<file path="config.mk">
export PLATFORM = sky130hd
export DESIGN_NAME = nest_irq_ctrl
export DESIGN_NICKNAME = d
export VERILOG_FILES = /design/src/rtl/nic_pkg.sv /design/src/rtl/nic_src_slot.sv /design/src/rtl/nic_arbiter.sv /design/src/rtl/nest_irq_ctrl.sv
export SDC_FILE = /design/constraint.sdc
export NUM_CORES = 1
export LEC_CHECK = 0
export CORE_MARGIN = 2
export CORE_UTILIZATION = 58
export DETAILED_ROUTE_END_ITERATION = 12
export PLACE_DENSITY_LB_ADDON = 0.08
export SETUP_SLACK_MARGIN = 0.02
export SYNTH_ARGS = -nofsm -noshare
export SYNTH_HDL_FRONTEND = slang
export SYNTH_SLANG_ARGS = --single-unit
</file>
<file path="constraint.sdc">
create_clock -name clk -period 10.67 [get_ports clk]
set_input_delay 2.134 -clock clk [delete_from_list [all_inputs] [get_ports clk]]
set_output_delay 2.134 -clock clk [all_outputs]
set_load 0.01 [all_outputs]
</file>
<file path="src/rtl/nic_pkg.sv">
package nic_pkg;
   localparam int PRIO_W = 3;
   typedef logic [PRIO_W-1:0] prio_t;
   localparam prio_t PRIO_LOWEST = '1;

   typedef struct packed {
      logic  masked;
      prio_t prio;
   } src_cfg_t;

   localparam int CFG_W = $bits(src_cfg_t);
endpackage

</file>
<file path="src/rtl/nic_src_slot.sv">
module nic_src_slot
   import nic_pkg::*;
#(
   parameter bit EDGE_TRIG = 1'b1
) (
   input  logic     clk,
   input  logic     rst_n,
   input  logic     irq_in,
   input  logic     cfg_wr,
   input  src_cfg_t cfg_wdata,
   input  logic     grant,
   output logic     pending,
   output src_cfg_t cfg
);
   logic arm;

   generate
      if (EDGE_TRIG) begin : g_edge
         logic irq_q;
         always_ff @(posedge clk or negedge rst_n) begin
            if (!rst_n) irq_q <= 1'b0;
            else        irq_q <= irq_in;
         end
         assign arm = irq_in & ~irq_q;
      end else begin : g_level
         assign arm = irq_in;
      end
   endgenerate

   always_ff @(posedge clk or negedge rst_n) begin
      if (!rst_n) pending <= 1'b0;
      else        pending <= (pending & ~grant) | arm;
   end

   always_ff @(posedge clk or negedge rst_n) begin
      if (!rst_n) begin
         cfg.masked <= 1'b0;
         cfg.prio   <= PRIO_LOWEST;
      end else if (cfg_wr) begin
         cfg <= cfg_wdata;
      end
   end
endmodule

</file>
<file path="src/rtl/nic_arbiter.sv">
module nic_arbiter
   import nic_pkg::*;
#(
   parameter int N     = 4,
   parameter int IDX_W = (N > 1) ? $clog2(N) : 1
) (
   input  logic [N-1:0]             req,
   input  logic [N-1:0][PRIO_W-1:0] prio,
   output logic [N-1:0]             grant,
   output logic                     any,
   output logic [IDX_W-1:0]         idx,
   output prio_t                    best
);
   always_comb begin
      grant = '0;
      any   = 1'b0;
      idx   = '0;
      best  = PRIO_LOWEST;
      for (int i = 0; i < N; i++) begin
         if (req[i] && (!any || prio[i] < best)) begin
            any      = 1'b1;
            best     = prio[i];
            idx      = IDX_W'(i);
            grant    = '0;
            grant[i] = 1'b1;
         end
      end
   end
endmodule

</file>
<file path="src/rtl/nest_irq_ctrl.sv">
module nest_irq_ctrl
   import nic_pkg::*;
#(
   parameter int NUM_SRC   = 4,
   parameter int VEC_W     = 8,
   parameter int VEC_BASE  = 32,
   parameter bit EDGE_TRIG = 1'b1,
   parameter int ADDR_W    = $clog2(NUM_SRC + 2)
) (
   input  logic               clk,
   input  logic               rst_n,
   input  logic [NUM_SRC-1:0] src_irq,
   input  logic               cfg_we,
   input  logic [ADDR_W-1:0]  cfg_addr,
   input  logic [3:0]         cfg_wdata,
   input  logic               int_ack,
   output logic               irq_req,
   output logic               vec_valid,
   output logic [VEC_W-1:0]   vec_type
);
   localparam int IDX_W    = (NUM_SRC > 1) ? $clog2(NUM_SRC) : 1;
   localparam int ADR_TH   = NUM_SRC;
   localparam int ADR_EOI  = NUM_SRC + 1;
   localparam int FLOOR_W  = PRIO_W + 1;

   generate
      if (NUM_SRC < 1) begin : g_bad_num
         $error("NUM_SRC must be at least 1");
      end
      if ((NUM_SRC + 2) > (1 << ADDR_W)) begin : g_bad_addr
         $error("ADDR_W too narrow for register map");
      end
      if ((VEC_BASE + NUM_SRC) > (1 << VEC_W)) begin : g_bad_vec
         $error("vector types overflow VEC_W");
      end
      if (CFG_W != 4) begin : g_bad_cfg
         $error("control word layout mismatch");
      end
   endgenerate

   logic [NUM_SRC-1:0]             pend_w;
   logic [NUM_SRC-1:0]             masked_w;
   logic [NUM_SRC-1:0][PRIO_W-1:0] prio_w;
   logic [NUM_SRC-1:0]             isr_q;
   logic [NUM_SRC-1:0]             elig;
   logic [NUM_SRC-1:0]             win_oh;
   logic [NUM_SRC-1:0]             grant;
   logic [NUM_SRC-1:0]             isr_top;
   logic                           win_any;
   logic                           isr_any;
   logic [IDX_W-1:0]               win_idx;
   logic [IDX_W-1:0]               isr_idx;
   prio_t                          win_prio;
   prio_t                          isr_prio;
   prio_t                          thresh_q;
   logic [FLOOR_W-1:0]             floor_lvl;
   logic                           eoi_cmd;
   logic                           take;

   assign eoi_cmd = cfg_we && (cfg_addr == ADDR_W'(ADR_EOI));

   genvar gi;
   generate
      for (gi = 0; gi < NUM_SRC; gi++) begin : g_src
         src_cfg_t slot_cfg;
         logic     slot_wr;
         assign slot_wr = cfg_we && (cfg_addr == ADDR_W'(gi));
         nic_src_slot #(.EDGE_TRIG(EDGE_TRIG)) u_slot (
            .clk       (clk),
            .rst_n     (rst_n),
            .irq_in    (src_irq[gi]),
            .cfg_wr    (slot_wr),
            .cfg_wdata (src_cfg_t'(cfg_wdata)),
            .grant     (grant[gi]),
            .pending   (pend_w[gi]),
            .cfg       (slot_cfg)
         );
         assign masked_w[gi] = slot_cfg.masked;
         assign prio_w[gi]   = slot_cfg.prio;
      end
   endgenerate

   always_ff @(posedge clk or negedge rst_n) begin
      if (!rst_n)                                         thresh_q <= PRIO_LOWEST;
      else if (cfg_we && cfg_addr == ADDR_W'(ADR_TH))     thresh_q <= cfg_wdata[PRIO_W-1:0];
   end

   nic_arbiter #(.N(NUM_SRC), .IDX_W(IDX_W)) u_isr_arb (
      .req   (isr_q),
      .prio  (prio_w),
      .grant (isr_top),
      .any   (isr_any),
      .idx   (isr_idx),
      .best  (isr_prio)
   );

   assign floor_lvl = isr_any ? {1'b0, isr_prio} : FLOOR_W'(1 << PRIO_W);

   always_comb begin
      for (int i = 0; i < NUM_SRC; i++) begin
         elig[i] = pend_w[i] && !masked_w[i] && !isr_q[i]
                   && (prio_w[i] <= thresh_q)
                   && ({1'b0, prio_w[i]} < floor_lvl);
      end
   end

   nic_arbiter #(.N(NUM_SRC), .IDX_W(IDX_W)) u_win_arb (
      .req   (elig),
      .prio  (prio_w),
      .grant (win_oh),
      .any   (win_any),
      .idx   (win_idx),
      .best  (win_prio)
   );

   assign take    = int_ack && win_any;
   assign grant   = take ? win_oh : '0;
   assign irq_req = win_any;

   always_ff @(posedge clk or negedge rst_n) begin
      if (!rst_n) isr_q <= '0;
      else        isr_q <= (isr_q & ~(eoi_cmd ? isr_top : '0)) | grant;
   end

   always_ff @(posedge clk or negedge rst_n) begin
      if (!rst_n) begin
         vec_valid <= 1'b0;
         vec_type  <= '0;
      end else begin
         vec_valid <= take;
         if (take) vec_type <= VEC_W'(VEC_BASE) + VEC_W'(win_idx);
      end
   end

   logic unused_ok;
   assign unused_ok = ^{isr_idx, win_prio};
endmodule

</file>
Word level (Yosys, flattened, before mapping)
Index checks and enable logic that the tools add are counted.
{ "op_classes": {"n_addsub": 1, "multipliers": 0, "div": 0, "order_cmp": 14, "eq_ne": 5, "shift": 0, "muxes": 29, "bitwise_logic": 23, "n_reduce_logical": 50} }
{ "op_table": {"columns": ["operator", "count"], "rows": [
  ["4-bit 2-to-1 mux", 9],
  ["1-bit logical AND", 29],
  ["3-bit 2-to-1 mux", 7],
  ["3-bit less-than comparator", 6],
  ["3-bit by 4-bit less-than comparator with 1-bit output", 4],
  ["1-bit zero test", 14],
  ["3-bit less-or-equal comparator", 4],
  ["1-bit 2-to-1 mux", 11],
  ["1-bit bitwise AND", 8],
  ["1-bit inverter", 8],
  ["6-bit by 2-bit adder with 7-bit output (first input constant)", 1],
  ["3-bit by 2-bit == test with 1-bit output (second input constant)", 2],
  ["3-bit == test (second input constant)", 2],
  ["1-bit logical OR", 6],
  ["4-bit bitwise AND", 1],
  ["2-bit 2-to-1 mux", 2],
  ["4-bit inverter", 1],
  ["1-bit bitwise OR", 4],
  ["4-bit bitwise OR", 1],
  ["3-bit by 1-bit == test with 1-bit output (second input constant)", 1],
  ["3-bit zero test", 1]
]} }
{ "word_totals": {"ff_bits": 40, "latch_bits": 0, "ramBits": 0, "rom_bits": 0, "inputBits": 15, "out_inout_bits": 10, "elab_cells": 142, "mem_count": 0} }

Depth between registers and ports, before layout
Gate-level depths: netlist of run 1.
{ "depth": {"word_depth": 34, "mapped_depth": 46} }

Hierarchy
From an unflattened synthesis of run 1, not the netlist that was laid out.
{ "unflattened": {"cells_unflattened": 288, "hier_area_um2": 2745.1} }
{ "by_module_without_submodules": {"columns": ["mod", "n_inst", "cells_per_inst", "area_per_inst_um2"], "rows": [
  ["nest_irq_ctrl", 1, 118, 1043.5],
  ["nic_src_slot", 4, 13, 212.7],
  ["nic_arbiter (u_isr_arb)", 1, 59, 434.2],
  ["nic_arbiter (u_win_arb)", 1, 59, 416.6]
]} }

Worst setup path before layout of run 1
OpenSTA, ideal clock, no wires.
{ "synth_path": {"path_kind": "flip-flop to flip-flop", "startpoint": "reg isr_q[0]", "endpoint": "reg g_src[3].u_slot.pending", "setup_time_ns": 0.126, "arrival_ns": 8.781, "required_ns": 10.544, "slack_ns": 1.763, "stages_incl_launch_ff": 45, "path_buffers": 1, "period_less_slack_ns": 8.907, "cell_sequence": "dfrtp_1 -> inv_1 -> nor2_1 -> ha_1 -> a21oi_1 -> nor2b_1 -> o21ai_0 -> nand2_1 -> mux2i_1 -> inv_1 -> ha_1 -> a21o_1 -> a21oi_1 -> o21ai_1 -> mux2i_1 -> ha_1 -> a21oi_1 -> nor2_1 -> (+9 left out) -> and2_0 -> nor2_1 -> a21oi_2 -> nor2_1 -> mux2_2 -> ha_1 -> a211oi_1 -> o311ai_1 -> o21a_1 -> buf_6 -> mux2_4 -> ha_1 -> a211o_1 -> nor4_1 -> a22oi_1 -> a2111oi_0 -> a31oi_1 -> a221o_1"} }
{ "synth_via": {"elab_chain_len": 34} }
{ "synth_rtl": {"columns": ["item", "line", "rtl"], "rows": [
  ["from (decl)", "nest_irq_ctrl.sv:44", "logic [NUM_SRC-1:0] isr_q;"],
  ["from (signal assigned)", "nest_irq_ctrl.sv:122", "else isr_q <= (isr_q & ~(eoi_cmd ? isr_top : '0)) | grant;"],
  ["3-bit 2-to-1 mux or 1-bit 2-to-1 mux (tied branches)", "nic_arbiter.sv:20", "if (req[i] && (!any || prio[i] < best)) begin"],
  ["3-bit less-than comparator or 1-bit zero test (tied branches)", "nic_arbiter.sv:20", null],
  ["1-bit logical OR", "nic_arbiter.sv:20", null],
  ["1-bit logical AND", "nic_arbiter.sv:20", null],
  ["3-bit 2-to-1 mux or 1-bit 2-to-1 mux (tied branches)", "nic_arbiter.sv:20", null],
  ["3-bit less-than comparator or 1-bit zero test (tied branches)", "nic_arbiter.sv:20", null],
  ["1-bit logical OR", "nic_arbiter.sv:20", null],
  ["1-bit logical AND", "nic_arbiter.sv:20", null],
  ["(+18 left out)", null, null],
  ["1-bit logical OR", "nic_arbiter.sv:20", null],
  ["1-bit logical AND", "nic_arbiter.sv:20", null],
  ["1-bit 2-to-1 mux", "nic_arbiter.sv:20", null],
  ["1-bit logical AND", "nest_irq_ctrl.sv:116", "assign take = int_ack && win_any;"],
  ["4-bit 2-to-1 mux (*)", "nest_irq_ctrl.sv:117", "assign grant = take ? win_oh : '0;"],
  ["1-bit inverter (*)", "nic_src_slot.sv:32", "else pending <= (pending & ~grant) | arm;"],
  ["1-bit bitwise AND (*)", "nic_src_slot.sv:32", null],
  ["1-bit bitwise OR (*)", "nic_src_slot.sv:32", null],
  ["to (signal assigned)", "nic_src_slot.sv:32", null],
  ["to (decl)", "nic_src_slot.sv:12", "output logic pending,"]
]} }
Every way passes the cells marked *; elsewhere a longest branch is shown, timed or not.
A chain may end at the register's enable or synchronous reset.

Worst setup path after layout of run 1
{ "layout_path": {"startpoint": "reg g_src[0].u_slot.cfg[2] (netlist name)", "endpoint": "reg g_src[3].u_slot.pending"} }
{ "layout_via": {"elab_chain_len": 34} }
{ "layout_rtl": {"columns": ["item", "line"], "rows": [
  ["3-bit 2-to-1 mux", "nic_arbiter.sv:20"],
  ["3-bit less-than comparator", "nic_arbiter.sv:20"],
  ["1-bit logical OR", "nic_arbiter.sv:20"],
  ["1-bit logical AND", "nic_arbiter.sv:20"],
  ["3-bit 2-to-1 mux or 1-bit 2-to-1 mux (tied branches)", "nic_arbiter.sv:20"],
  ["3-bit less-than comparator or 1-bit zero test (tied branches)", "nic_arbiter.sv:20"],
  ["1-bit logical OR", "nic_arbiter.sv:20"],
  ["1-bit logical AND", "nic_arbiter.sv:20"],
  ["(+18 left out)", null],
  ["1-bit logical OR", "nic_arbiter.sv:20"],
  ["1-bit logical AND", "nic_arbiter.sv:20"],
  ["1-bit 2-to-1 mux", "nic_arbiter.sv:20"],
  ["1-bit logical AND", "nest_irq_ctrl.sv:116"],
  ["4-bit 2-to-1 mux (*)", "nest_irq_ctrl.sv:117"],
  ["1-bit inverter (*)", "nic_src_slot.sv:32"],
  ["1-bit bitwise AND (*)", "nic_src_slot.sv:32"],
  ["1-bit bitwise OR (*)", "nic_src_slot.sv:32"]
]} }
Marked as above.

==> results.toml, run 1 <==
[global_route]
antenna_found_initial = 0
grt_busiest_layer = "met2"
met3_usage = 0.0488
gr-usage-met2 = 0.446
globalRouteMet1Util = 0.388
grt_usage = 0.284
grt_pass1_vias = 2444
overflow = 0
grt_start_max_net_pins = 36
grt_pass1_wl_mm = 11.7

[timing]
maxSlewViolCount = 0
grt_setup_unrepaired = "no"
skew_ps = 4.39
fin_tns_setup_ps = 0
finalCritPeriodShare = 0.920
max_freq_ghz = 0.102
post-route-min-period_ps = 9820
setup_violations = 0
tightest_slew_ps = 797
hold_viol_final = 0
slew-limit-headroom = 0.468

[critical_path]
r2r_cells = 41
cpMostUsedCell = "ha_1"
crit_required_ps = 10840
endpoint = "g_src[3].u_slot.pending$_DFF_PN0_"
critPathArrivalTime_ps = 9980
critPathMaxFanout = 9
cp_slowest_cell = "dfstp_2"
r2r_end = "g_src[3].u_slot.pending$_DFF_PN0_"
cp-start-kind = "flop"
worstReg2RegStart = "g_src[0].u_slot.cfg[2]$_DFFE_PN1P_"
max_stage_delay_ps = 590
path_class = "flop to flop"
reg2reg_slack_ps = 850
crit_start = "g_src[0].u_slot.cfg[2]$_DFFE_PN1P_"
end_kind = "flop"

[cells_and_area]
area.growth.synth_to_final_pct = 12.6
diodes = 0
nNetsFinal = 386
fill_cells = 376
post-route-util = 0.681
drive_above_1_share = 0.141

[hold_path]
hold_path_depth = 1
hp-class = "flop to flop"

[synthesis]
synth_area_mm2 = 0.00285
yosys-top-cells-area = "dfrtp_1 18%, dfstp_2 14%, ha_1 14%"
avgSynthCellArea_um2 = 9.06
syn_inst = 315
synth.top_cell.area_share = 0.175
ys_seq_elements = 35
synth_common_cells = "31 x ha_1, 28 x nor2_1, 25 x o21ai_0, 23 x inv_1, 20 x dfrtp_1"
synth_warnings = 0
synthArstFlopShare = 1.00
synth_ff_type = "dfrtp_1"
synth-edff-count = 0
synth_top_area_cell = "dfrtp_1"
yosysSeqAreaShare = 0.313
synth.most_common_cell = "ha_1"
ys_types = 60

[power]
p_leak_uw = 0.00136
ir_worst_vdd_mv = 0.189
powerDensity_mw_per_mm2 = 325

[placed_design]
hpwl_mm = 5.69
gp_congestion = 0.935
port_buffers = 19

[detailed_routing]
routedWlPerCell_um = 17.7
vias = 2574
drtIter0Drc = 247
route.detailed.drc = 0
dr.pass1.iters = 5
detail_route.vias_per_cell = 6.31
antenna_left = 0
routed_wl_mm = 7.24

[clock_tree]
cts_tree = "yes"
clk_pin_slew_ps = 70
root_buffer = "clkbuf_8"
clkSinkCount = 35
worstSkewPairLatency_ps = 290
cts_buffers = 5
clock_path_buffers = 2
cts-hold-fix-buffers = 0
h-tree-depth = 2

[run_status]
status = "finished, final reports clean"

[floorplanning]
ios = 25
start_util = 0.604
die_w_um = 74.1
die_y_um = 74.1
num_rows = 25
dieArea_mm2 = 0.00550
core_area_mm2 = 0.00472

[job]
max_cap_viol_count = 0
how the worst min path moves through the flow:
stage                                            start                            endpoint  slack (ps)
CTS                            vec_type[5]$_DFFE_PN0P_             vec_type[5]$_DFFE_PN0P_         470
floorplan           g_src[1].u_slot.cfg[3]$_DFFE_PN0P_  g_src[1].u_slot.cfg[3]$_DFFE_PN0P_         480
global placement               vec_type[5]$_DFFE_PN0P_             vec_type[5]$_DFFE_PN0P_         450
detailed placement             vec_type[5]$_DFFE_PN0P_             vec_type[5]$_DFFE_PN0P_         450
finish                         vec_type[5]$_DFFE_PN0P_             vec_type[5]$_DFFE_PN0P_         470
global route                   vec_type[5]$_DFFE_PN0P_             vec_type[5]$_DFFE_PN0P_         490
repair_timing:
action                                  in CTS  in global routing
resized for setup                            0                  4
hold endpoints to repair                     0                  0
endpoints found under the setup margin       0                  8
buffers inserted                             0                  0
stage by stage:
step | cells | instance area, um^2 | power (uW) | setup WS [ps] | hold WS, ps
2_1_floorplan | 319 | 2870 | 745 | 1760 | 482
3_3_place_gp | 400 | 3100 | 896 | 895 | 449
3_5_place_dp | 400 | 3100 | 915 | 629 | 453
4_1_cts | 408 | 3200 | 1020 | 546 | 470
5_1_grt | 408 | 3210 | 1140 | 33.1 | 486
6_report | 408 | 3210 | 1050 | 855 | 466
sequential cells by signal, indices dropped and copies added, names as in the netlist:
register / flops
vec_valid: 1
g_src.u_slot.cfg: 16
thresh_q: 3
g_src.u_slot.pending: 4
g_src.u_slot.g_edge.irq_q: 4
vec_type: 3
isr_q: 4
report_power, final:
group	total [uW]	switching, uW	internal, uW
clock network	105	45.8	58.9
logic	718	417	301
registers	223	45.9	177
total	1050	509	537
logic make-up after synthesis:
group                    after synthesis  synth area share
adder cells (fa/ha/maj)               32             0.139
AO/OA/AOI/OAI                         95             0.235
buffers and inverters                 30            0.0513
AND/OR/NAND/NOR                      105             0.192
multiplexers                          17            0.0675
other                                  1           0.00131
flip-flops                            35             0.313
cell type report:
class / count / area [um^2] / share of cell area
Sequential cell: 35 / 895 / 0.278
Clock buffer: 8 / 100 / 0.0311
Inverter: 23 / 86.3 / 0.0269
Timing Repair Buffer: 21 / 205 / 0.0638
Tap cell: 67 / 83.8 / 0.0261
Multi-Input combinational cell: 254 / 1840 / 0.574
worst max-delay path, delay by kind of cell (launching register included):
| kind | cells | cell delay (ps) |
|---|---|---|
| compound gates | 16 | 3780 |
| fa+ha+maj | 7 | 1970 |
| buf+inv | 1 | 60 |
| flops | 1 | 590 |
| mux | 4 | 1250 |
| simple gates | 13 | 2040 |
metal layers:
metal / up-vias / part of all wire
met5: - / 0
met4: 0 / 0.029
met3: 18 / 0.061
met2: 97 / 0.45
met1: 1226 / 0.46
li1: 1233 / -
cells in the final DEF, fill, tap and decap left out, drive strengths merged, types with 7 or more instances in the layout:
| cell type | n |
|---|---|
| a21oi | 13 |
| clkbuf | 8 |
| clkdlybuf4s50 | 19 |
| dfrtp | 20 |
| dfstp | 15 |
| ha | 31 |
| inv | 23 |
| mux2 | 12 |
| nand2 | 18 |
| nand3 | 10 |
| nor2 | 28 |
| nor3 | 15 |
| o211ai | 7 |
| o21ai | 26 |
(Power assumes the default switching activity.)
==> run 2, diff against run 1 <==
--- a/config.mk
+++ b/config.mk
@@ -10,6 +10,7 @@
 export DETAILED_ROUTE_END_ITERATION = 12
 export PLACE_DENSITY_LB_ADDON = 0.08
 export SETUP_SLACK_MARGIN = 0.02
+export SKIP_CTS_REPAIR_TIMING = 1
 export SYNTH_ARGS = -nofsm -noshare
 export SYNTH_HDL_FRONTEND = slang
 export SYNTH_SLANG_ARGS = --single-unit
==> constraint.sdc (replaced) <==
create_clock -name clk -period 10.67 [get_ports clk]
set_input_delay 1.6005 -clock clk [delete_from_list [all_inputs] [get_ports clk]]
set_output_delay 1.6005 -clock clk [all_outputs]
set_load 0.01 [all_outputs]
==> results of run 2 <==
Same layout as run 1 (identical final DEF). Status: finished, final reports clean.
==> run 3, diff against run 2 <==
--- a/config.mk
+++ b/config.mk
@@ -6,7 +6,8 @@
 export NUM_CORES = 1
 export LEC_CHECK = 0
 export CORE_MARGIN = 2
-export CORE_UTILIZATION = 58
+export CORE_UTILIZATION = 60
+export CTS_BUF_LIST = sky130_fd_sc_hd__clkbuf_4 sky130_fd_sc_hd__clkbuf_8
 export DETAILED_ROUTE_END_ITERATION = 12
 export PLACE_DENSITY_LB_ADDON = 0.08
 export SETUP_SLACK_MARGIN = 0.02
==> run 3 against run 2 <==
  * Sequential power is 3% higher
  * Non-clock buffer count is 2 lower
  * Clock skew is 2.8 ps higher
  * Highest routed layer unchanged
==> results.toml, run 3 (synthesis gave the netlist of run 1 again) <==
[run_status]
status = "finished, final reports clean"

[cells_and_area]
post-route-util = 0.685
fin_area_mm2 = 0.00319
largest_reg_flops = 16
final_common_cell = "ha_1"
fin_cells = 393
diodes = 0
final_cell_mix = "31 x ha_1, 28 x nor2_1, 24 x o21ai_0"
area.growth.synth_to_final_pct = 11.8
regMostFlops = "g_src.u_slot.cfg"
drive_above_1_share = 0.153
nNetsFinal = 384

[detailed_routing]
antenna_left = 0
wl_met1_mm = 3.31
drtIter0Drc = 171
met3_length_um = 508
detail_route.vias_per_cell = 6.61
dr.pass1.iters = 5
dr_wl_met2_mm = 3.35
routed.top_layer = "met4"
vias = 2596
routedWlPerCell_um = 19.0
routed_wl_mm = 7.46
route.detailed.drc = 0

[clock_tree]
h-tree-depth = 2
cts_buffers = 5
cts_tree = "yes"
clk_pin_slew_ps = 70
root_buffer = "clkbuf_8"
clkSinkCount = 35
clock_path_buffers = 2
worstSkewPairLatency_ps = 290

[timing]
tightest_slew_ps = 851
setup_violations = 0
max_freq_ghz = 0.103
post-route-min-period_ps = 9750
skew_ps = 7.17
hold_viol_final = 0
slew-limit-headroom = 0.433
fin_tns_setup_ps = 0
finalCritPeriodShare = 0.914
grt_setup_unrepaired = "no"
finalWorstSetupSlack_ps = 920
maxSlewViolCount = 0

[critical_path]
cpMostUsedCell = "ha_1"
max_stage_delay_ps = 440
critPathArrivalTime_ps = 9920
crit_required_ps = 10840
cp-start-kind = "flop"
end_kind = "flop"
path_class = "flop to flop"
reg2reg_slack_ps = 920
cp_slowest_cell = "dfrtp_2"
critPathMaxFanout = 9

[placed_design]
gp_congestion = 1.00
port_buffers = 19
numPlacedInstances = 385
hpwl_mm = 5.79
dpl_cell_area_mm2 = 0.00306
dpl_worst_slack_ps = 487

[power]
internal-power_uw = 536
clockPowerShare = 0.096
powerDensity_mw_per_mm2 = 331
p_seq_frac = 0.218
p_leak_uw = 0.00136
ir_worst_vdd_mv = 0.135
p_sw_frac = 0.492
switchingPower_uw = 519
power_frac_comb = 0.686

[global_route]
antenna_found_initial = 0
overflow = 0
grt_pass1_wl_mm = 11.8
grt_pass1_vias = 2389
grt_usage = 0.297
grt_start_max_net_pins = 36

[floorplanning]
dieArea_mm2 = 0.00532
core_area_mm2 = 0.00466
start_util = 0.612
die_y_um = 73.0
die_w_um = 73.0
ios = 25
num_rows = 25

[job]
max_cap_viol_count = 0

[hold_path]
hp-class = "flop to flop"
-- run 3: final timing paths --
path	from	to	cells after the start
hold reg to reg	vec_type[5]$_DFFE_PN0P_	vec_type[5]$_DFFE_PN0P_	1
min in group asynchronous	rst_n	g_src[3].u_slot.cfg[3]$_DFFE_PN0P_	1
setup / recovery	isr_q[0]$_DFF_PN0_	g_src[3].u_slot.pending$_DFF_PN0_	43
max in group asynchronous	rst_n	isr_q[0]$_DFF_PN0_	1
setup reg to reg	isr_q[0]$_DFF_PN0_	g_src[3].u_slot.pending$_DFF_PN0_	43
hold / removal	vec_type[5]$_DFFE_PN0P_	vec_type[5]$_DFFE_PN0P_	1
-- run 3: final cells by class --
type / instances / area [um^2]
repair buffers: 19 / 185
fillers: 368 / 1470
flip-flops and latches: 35 / 896
multi-input cells: 254 / 1860
clock buffers: 7 / 90.1
clock inverters: 1 / 5.00
inverters: 23 / 86.3
well taps: 54 / 67.6
-- run 3: critical path: cells and delay by family, from the launching register on --
family | cells | cell delay [ps]
buffers and inverters | 2 | 170
AND/OR/NAND/NOR | 13 | 2010
flip-flops | 1 | 440
adder cells (fa/ha/maj) | 7 | 2030
AO/OA/AOI/OAI | 17 | 3790
multiplexers | 4 | 1200
-- run 3: metal layers --
metal	up-vias	GRT usage
met5	-	0
met4	0	0.132
met3	31	0.0635
met2	116	0.464
met1	1218	0.397
li1	1231	-
-- run 3: per-stage QoR --
stage	power (uW)	hold slack, ps
global route	1150	514
detailed placement	911	487
floorplan	745	482
finish	1060	493
global placement	893	458
CTS	1020	502
-- run 3: power by group through the flow --
stage,Combinational (uW),Clock [uW],Sequential (uW)
5_1_grt,806,109,233
3_5_place_dp,683,0,228
4_1_cts,688,104,226
6_report,724,101,230
3_3_place_gp,665,0,228
2_1_floorplan,537,0,208
